===== src/rtl/t1_sf_tx.sv =====
module t1_sf_tx #(
  parameter int NCH = 24,
  parameter int CW  = 8
) (
  input  logic          clk,
  input  logic          rst_n,
  input  logic          esf_mode,
  input  logic          sf_pulse_n,
  input  logic [CW-1:0] chan_byte,
  input  logic          dl_bit,
  output logic          line_bit,
  output logic          fbit_slot,
  output logic [4:0]    frame_num,
  output logic          chan_load,
  output logic [4:0]    chan_idx,
  output logic          dl_clk
);
  localparam int FBITS = NCH * CW + 1;
  localparam int BW    = $clog2(FBITS);
  localparam int LAST  = FBITS - 1;
  localparam int DLPOS = LAST / 2 + 1;
  localparam logic [7:0] SIG_PAT = 8'b0001_1100;
  localparam logic [7:0] ALN_PAT = 8'b0011_0100;

  logic [BW-1:0] bit_cnt;
  logic [4:0]    idx;
  logic [CW-1:0] sh;
  logic [5:0]    crc, crc_prev, crc_nx;
  logic          dl_q, pend_q, sf_q, fbit;

  wire       at_end  = bit_cnt == BW'(LAST);
  wire       sf_fall = sf_q & ~sf_pulse_n;
  wire [4:0] sf_last = esf_mode ? 5'd23 : 5'd11;
  wire       wrap    = pend_q | sf_fall | (idx >= sf_last);
  wire [2:0] half    = idx[3:1];
  wire [2:0] quarter = idx[4:2];
  wire       crc_in  = fbit_slot | sh[CW-1];

  assign fbit_slot = bit_cnt == '0;
  assign frame_num = idx + 5'd1;
  assign chan_load = (bit_cnt % BW'(CW) == '0) && !at_end;
  assign chan_idx  = 5'(bit_cnt / BW'(CW));
  assign dl_clk    = esf_mode & idx[0] & (bit_cnt >= BW'(DLPOS));
  assign line_bit  = fbit_slot ? fbit : sh[CW-1];
  assign crc_nx    = {crc[4:0], 1'b0} ^ ({6{crc[5] ^ crc_in}} & 6'b000011);

  always_comb begin
    if (!esf_mode)
      fbit = idx[0] ? SIG_PAT[half] : ~idx[1];
    else if (!idx[0])
      fbit = dl_q;
    else if (idx[1])
      fbit = ALN_PAT[quarter];
    else
      fbit = crc_prev[3'd5 - quarter];
  end

  always_ff @(posedge clk or negedge rst_n) begin
    if (!rst_n) begin
      bit_cnt  <= '0;
      idx      <= '0;
      sh       <= '0;
      crc      <= '0;
      crc_prev <= '0;
      dl_q     <= 1'b0;
      pend_q   <= 1'b0;
      sf_q     <= 1'b1;
    end else begin
      sf_q <= sf_pulse_n;
      sh   <= chan_load ? chan_byte : sh << 1;
      if (dl_clk && bit_cnt == BW'(DLPOS)) dl_q <= dl_bit;
      if (at_end) begin
        bit_cnt <= '0;
        pend_q  <= 1'b0;
        if (wrap) begin
          idx      <= '0;
          crc      <= '0;
          crc_prev <= crc_nx;
        end else begin
          idx <= idx + 5'd1;
          crc <= crc_nx;
        end
      end else begin
        bit_cnt <= bit_cnt + 1'b1;
        crc     <= crc_nx;
        pend_q  <= pend_q | sf_fall;
      end
    end
  end

  a_r1_slot_single: assert property (@(posedge clk) disable iff (!rst_n)
    fbit_slot |=> !fbit_slot);
  a_r2_load_in_slot: assert property (@(posedge clk) disable iff (!rst_n)
    fbit_slot |-> (chan_load && chan_idx == 5'd0));
  a_r3_frame_range: assert property (@(posedge clk) disable iff (!rst_n)
    (frame_num >= 5'd1 && frame_num <= 5'd24));
  a_r9_realign: assert property (@(posedge clk) disable iff (!rst_n)
    ($past(at_end) && $past(pend_q)) |-> frame_num == 5'd1);
  a_r8_dl_window: assert property (@(posedge clk) disable iff (!rst_n)
    (dl_clk && !at_end) |=> dl_clk);
  a_r8_dl_closes: assert property (@(posedge clk) disable iff (!rst_n)
    (dl_clk && at_end) |=> !dl_clk);
endmodule


===== config.mk =====
export PLATFORM = sky130hd
export DESIGN_NAME = t1_sf_tx
export DESIGN_NICKNAME = d
export VERILOG_FILES = /design/src/rtl/t1_sf_tx.sv
export SDC_FILE = /design/constraint.sdc
export NUM_CORES = 1
export LEC_CHECK = 0
export BUFFER_PORTS_ARGS = -buffer_cell sky130_fd_sc_hd__buf_2
export CORE_UTILIZATION = 40
export CTS_CLUSTER_SIZE = 25
export DETAILED_ROUTE_END_ITERATION = 10
export PLACE_DENSITY = 0.64
export SETUP_SLACK_MARGIN = 0.4
export SYNTH_ARGS = -nofsm -noshare
export SYNTH_HDL_FRONTEND = slang
export SYNTH_SLANG_ARGS = --single-unit

===== constraint.sdc =====
create_clock -name clk -period 2.66 [get_ports clk]
set_clock_uncertainty 0.2 [all_clocks]
set_input_delay 0.133 -clock clk [delete_from_list [all_inputs] [get_ports clk]]
set_output_delay 0.133 -clock clk [all_outputs]
set_load 0.03 [all_outputs]

==> results of run 1 <==
[power groups by stage]
stage | logic (mW) | registers, mW | clock network, mW
after detailed placement | 0.105 | 0.637 | 0
after CTS | 0.119 | 0.627 | 0.369
final | 0.119 | 0.626 | 0.358
after global routing | 0.134 | 0.632 | 0.392
after global placement | 0.103 | 0.634 | 0
after floorplan | 0.0701 | 0.629 | 0
[tightest hold or removal path, cell delays in order]
cell and delay, ns:
buf_2 0.14, nand2_1 0.10, nor2_1 0.06, nand3_1 0.10, mux2_2 0.15
[cells in the mapped netlist (2+ instances only)]
library cell,n
xnor2_1,7
inv_1,13
a22o_1,3
mux2_2,10
xor2_1,3
o21ai_0,3
ha_1,8
and3_1,3
nand3_1,6
buf_4,5
nand2b_1,2
clkbuf_1,2
and2_1,6
dfrtp_1,35
o21a_1,2
nand2_1,5
nor2_1,10
o21bai_1,2
a21oi_1,4
buf_6,2
o31ai_1,2
mux2_4,3
[routing by layer]
metal,vias up,GRT usage (%)
li1,657,-
met1,681,19.75
met2,41,27.08
met3,9,4.070
met4,0,8.617
met5,-,0
[stage by stage]
stage                     util [%]  power, mW  setup slack [ns]  instance area [um2]
after floorplan                  -     0.6988            0.5727                 1829
after global placement       44.83     0.7372            0.4815                 1952
after detailed placement     44.83     0.7416            0.3561                 1952
after CTS                    51.55      1.115            0.3737                 2245
after global routing         55.00      1.158            0.3500                 2395
final                        55.00      1.103            0.3966                 2395
[layout by cell type, fill, tap and decap left out, drive strengths merged, types with 2 or more instances in the layout]
| cell | count |
|---|---|
| a21oi | 4 |
| a22o | 3 |
| and2 | 6 |
| and3 | 3 |
| buf | 45 |
| clkbuf | 7 |
| dfrtp | 35 |
| dlygate4sd3 | 11 |
| ha | 8 |
| inv | 13 |
| mux2 | 14 |
| nand2 | 7 |
| nand2b | 2 |
| nand3 | 7 |
| nor2 | 11 |
| o21a | 2 |
| o21ai | 3 |
| o21bai | 2 |
| o31ai | 2 |
| xnor2 | 7 |
| xor2 | 3 |
[cell type report]
type	instances	area, um2
Clock inverter	1	5.005
Multi-Input combinational cell	103	880.8
Sequential cell	36	910.9
Fill cell	369	1959
Timing Repair Buffer	57	411.6
Clock buffer	6	72.57
Tap cell	52	65.06
Inverter	13	48.80
[cells by family after synthesis]
logic type | Yosys count | synth area share, %
buffers and inverters | 23 | 6.653
DFF | 36 | 49.45
muxes | 14 | 9.259
and+or+nand+nor | 43 | 13.72
AOI/OAI and AO/OA | 27 | 10.63
xor gates and xnor gates | 10 | 4.801
adders and majority gates | 8 | 5.487
[final timing paths]
check	end	slack (ns)	from
hold reg to reg	sh[6]	0.28	sh[5]
setup reg to reg	crc_prev[5]	0.48	idx[3]
setup / recovery	line_bit	0.40	idx[1]
min in group asynchronous	bit_cnt[5]	0.25	rst_n
hold / removal	dl_q	0.23	esf_mode
max in group asynchronous	bit_cnt[2]	1.45	rst_n
[flip-flops by register name, indices dropped and copies added (netlist names)]
register,count
sf_q,1
pend_q,1
bit_cnt,8
idx,5
dl_q,1
sh,8
crc_prev,6
crc,6
[what timing repair did]
item / CTS / global route
hold endpoints to repair: 46 / 0
setup endpoints to repair: 9 / 23
resized for setup: 10 / 18
cloned: 1 / 0
pin swaps: 5 / 11
hold buffers: 11 / 0
buffers inserted: 10 / 10
==> metrics, run 1 <==
status finished clean; worst hold stages 5; register share of total power 56.8%; Tmin final 2.263 ns; Min Hold Slack 0.2342 ns; Worst path depth 6; Root Driver clkbuf_8; CP required 2.33 ns; number of setup violations in the final report 0; number of max-cap violations 0; core footprint 4354 um2; Max Used Layer met4; Net Sw Frac 23.36%; Hold Fails Final Rpt 0; starting density of the core 41.90%; Clock Power Share 32.5%; share of flip-flops with an asynchronous set or reset 100.0%; CP cell instances o21bai_1 > a221oi_2 > a21oi_1 > o21a_1 > o31ai_2 > buf_4; first-pass GRT wire length 6.127 mm; Final nets 237; Setup crit end kind output pin; Primary FF master, synth dfrtp_1; Synth Warn # 0; CTS clk-pin slew, worst paths 0.07 ns; CP arrival 1.93 ns; worst-margin pin slew 0.7788 ns; Overflow after GRT 0; PwrDens 460.5 nW/um2; via count 1388; die area 4834 um2; Post-Syn Area 1824 um2; slowest CP cell dfrtp_2; Num Clock Sinks 36; Buf/Inv on CP 1; final period utilization 85.09%; WL final 3.924 mm; post-synthesis average cell area 11.33 um2; Peak VDD IR 0.2930 mV; final cell count without fillers 268; CP max FO 5; synth top area cells dfrtp_1 48%, mux2_2 6.2%, ha_1 5.5%; Unique masters post-synth 47; Pins Over Slew Limit 0; layout cell share with drive strength beyond 1 42.13%; Pre-antenna DRT Iters 4; total leakage power 1.133 nW; All-Layer GR Usage 16.41%; CTS tree built; f_max 441.8 MHz; crit-path leading delay family compound AO/OA/AOI/OAI gates; Mapped Cells 161; top cell type's share of synthesized area 48.01%; Clk Latency, worst-skew pair 0.28 ns; vias in the first global route 1359; num rows 24; post-route ant nets 0; CTS max path bufs 2; post-detail-place hpwl 2.354 mm; Crit Path Class reg -> out; Num CTS Buffers 5; initial antenna violation count 0; crit path launch type flip-flop; Gate power share 10.7%; P&R area growth vs syn 31.28%; Post-synth EDFFs 0; Met1 Wirelength 1.648 mm; leading area contributor after synthesis dfrtp_1; internal power 845.2 uW; met3 WL 195 um; Iteration-0 DRC Markers 101; Yosys reg bits 36; Port-buffer cells 26; Slew HR 48.08%; DRC 0; sequential fraction of the synthesis area 49.45%; GPL Wtd Cong 0.8722; H-tree levels 2; max incr delay on CP 0.46 ns; dpl cells 229; wire length on met2 1.985 mm; die width 69.53 um; largest net degree at the start of global routing 37; r2r worst-path depth 6; vias per cell 5.179; net load switching power 257.6 uW; I/O pin count 27; Synth Net Count 182; type of the most critical hold path in -> reg; Avg WL per Cell 14.64 um; die height 69.53 um; # diodes 0; final total negative setup slack 0 ns; RSZ-0062 raised after global routing yes
Note: power is estimated with default switching activity, not from simulation.
==> inputs of run 2 (changes only) <==
--- a/config.mk
+++ b/config.mk
@@ -10,7 +10,7 @@
 export CTS_CLUSTER_SIZE = 25
 export DETAILED_ROUTE_END_ITERATION = 10
 export PLACE_DENSITY = 0.64
-export SETUP_SLACK_MARGIN = 0.4
+export SETUP_SLACK_MARGIN = 0.5
 export SYNTH_ARGS = -nofsm -noshare
 export SYNTH_HDL_FRONTEND = slang
 export SYNTH_SLANG_ARGS = --single-unit
==> run 2 against run 1 <==
  * Fmax rose by 1.6%
  * Sequential share of layout area shrank 1.5 points
  * Global-route usage grew 1.2 points
  * Hold slack lost 0.031 ns
  * Non-clock buffer count increased by 4
  * Via count is 2.6% higher
  * Cell count rose by 1.5%
  * First-iteration DRC count shrank 12%
  * Worst setup slack better by 0.036 ns
  * Final area is 4.2% higher
  * Combinational power up 32%
==> metrics, run 2 (synthesized netlist as in run 1, its figures left out) <==
status finished clean; DRC 0; most frequent cells in the layout 28 x dfrtp_1, 23 x buf_2, 20 x buf_4; Clk Latency, worst-skew pair 0.28 ns; PwrDens 459.7 nW/um2; Pins Over Slew Limit 0; Gate power share 13.7%; number of max-cap violations 0; crit path launch type flip-flop; Iteration-0 DRC Markers 89; Slew HR 47.12%; number of fill cells 373; Final nets 241; r2r worst-path depth 6; largest net degree at the start of global routing 37; number of setup violations in the final report 0; die area 4834 um2; I/O pin count 27; starting density of the core 41.90%; Placement Cell Area 1952 um2; vias in the first global route 1432; CP required 2.33 ns; die width 69.53 um; Setup crit end kind output pin; Avg WL per Cell 15.10 um; post-route ant nets 0; WL final 4.108 mm; f_max 449.0 MHz; net load switching power 267.4 uW; num rows 24; Num CTS Buffers 5; RSZ-0062 raised after global routing yes; Pre-antenna DRT Iters 5; final period utilization 83.72%; register share of total power 54.8%; internal power 880.0 uW; CP max FO 3; Reg2Reg Setup Slack 0.46 ns; Hold Crit Start esf_mode; core footprint 4354 um2; via count 1424; Largest regs bit_cnt: 8 flops, sh: 8 flops; most common cell after layout, fill and taps aside dfrtp_1; Net Sw Frac 23.30%; Tmin final 2.227 ns; GPL Wtd Cong 0.8722; Root Driver clkbuf_8; Num Clock Sinks 36; CTS tree built; Overflow after GRT 0; Peak VDD IR 0.2987 mV; Crit Reg-Reg Startpoint idx[3]; CP arrival 1.89 ns; # diodes 0; post-detail-place hpwl 2.354 mm; worst-margin pin slew 0.7931 ns; CTS max path bufs 2; vias per cell 5.235; Clock Power Share 31.5%; Port-buffer cells 26; layout cell share with drive strength beyond 1 45.45%; P&R area growth vs syn 36.83%; Hold Fails Final Rpt 0; Post-Layout Inst Area 2496 um2; worst hold stages 5; hold path endpoint dl_q; total leakage power 1.205 nW; die height 69.53 um; first-pass GRT wire length 6.561 mm; Crit Path Class reg -> out; initial antenna violation count 0; All-Layer GR Usage 17.63%; final total negative setup slack 0 ns; type of the most critical hold path in -> reg; reg2reg end crc_prev[5]; H-tree levels 2; CTS clk-pin slew, worst paths 0.07 ns
## run 2: cell count changes in the layout (fill, tap and decap cells not counted), moves of 4 or more
cell    delta
and2_1     -4
mux2_2     -8
and2_4     +4
buf_4      +4
mux2_4     +8
## run 2: routing by layer
| metal | GRT usage [%] | share of wire (%) | up-vias | wire length [um] |
|---|---|---|---|---|
| met2 | 29.56 | 50 | 37 | 2072 |
| met4 | 10.43 | 2.6 | 0 | 108 |
| met1 | 20.42 | 43 | 709 | 1759 |
| li1 | - | - | 667 | - |
| met3 | 4.215 | 4.1 | 11 | 167 |
| met5 | 0 | 0 | - | 0 |
## run 2: final cells by class
| class | count | area [um2] | share of cell area [%] |
|---|---|---|---|
| multi-input combinational | 103 | 933.4 | 37.39 |
| sequential | 36 | 910.9 | 36.49 |
| timing repair buffer | 61 | 460.4 | 18.45 |
| clock buffer | 6 | 72.57 | 2.907 |
| tap | 52 | 65.06 | 2.607 |
| inverter | 13 | 48.80 | 1.955 |
| clock inverter | 1 | 5.005 | 0.2005 |
## run 2: worst max path at each step
stage,slack (ns),depth (start not counted),start,end
3_5_place_dp,0.36,6,idx[0],crc_prev[2]
3_3_place_gp,0.48,6,idx[1],crc_prev[2]
5_1_grt,0.35,6,idx[1],line_bit
2_1_floorplan,0.57,7,idx[1],crc_prev[3]
4_1_cts,0.46,5,bit_cnt[2],dl_clk
6_report,0.43,5,bit_cnt[3],dl_clk
## run 2: worst max-delay path, cell delays in order (launching register included)
cell     delay (ns)
dfrtp_2        0.44
or3_4          0.43
or3b_4         0.40
a31oi_1        0.13
nor2_1         0.06
buf_4          0.16
## run 2: timing repair
item                       4_1_cts  5_1_grt
buffers inserted                17        7
hold endpoints to repair        46        0
resized for setup               20       27
pin swaps                        9       10
cloned                           1        0
hold buffers                    11        0
setup endpoints to repair       10       25
## run 2: power groups by stage
stage / logic, mW / clock network [mW] / registers, mW
after floorplan: 0.0701 / 0 / 0.629
after global placement: 0.103 / 0 / 0.634
after detailed placement: 0.105 / 0 / 0.637
after CTS: 0.120 / 0.369 / 0.627
after global routing: 0.171 / 0.394 / 0.635
final: 0.157 / 0.362 / 0.628
## run 2: through the flow
stage	utilization [%]	total power [mW]	setup slack [ns]	hold WS (ns)	instances
after floorplan	-	0.6988	0.5727	-0.3626	161
after global placement	44.83	0.7372	0.4815	0.04902	229
after detailed placement	44.83	0.7416	0.3561	0.05227	229
after CTS	53.97	1.116	0.4607	0.1936	265
after global routing	57.33	1.200	0.3532	0.2374	272
final	57.33	1.147	0.4330	0.2030	272
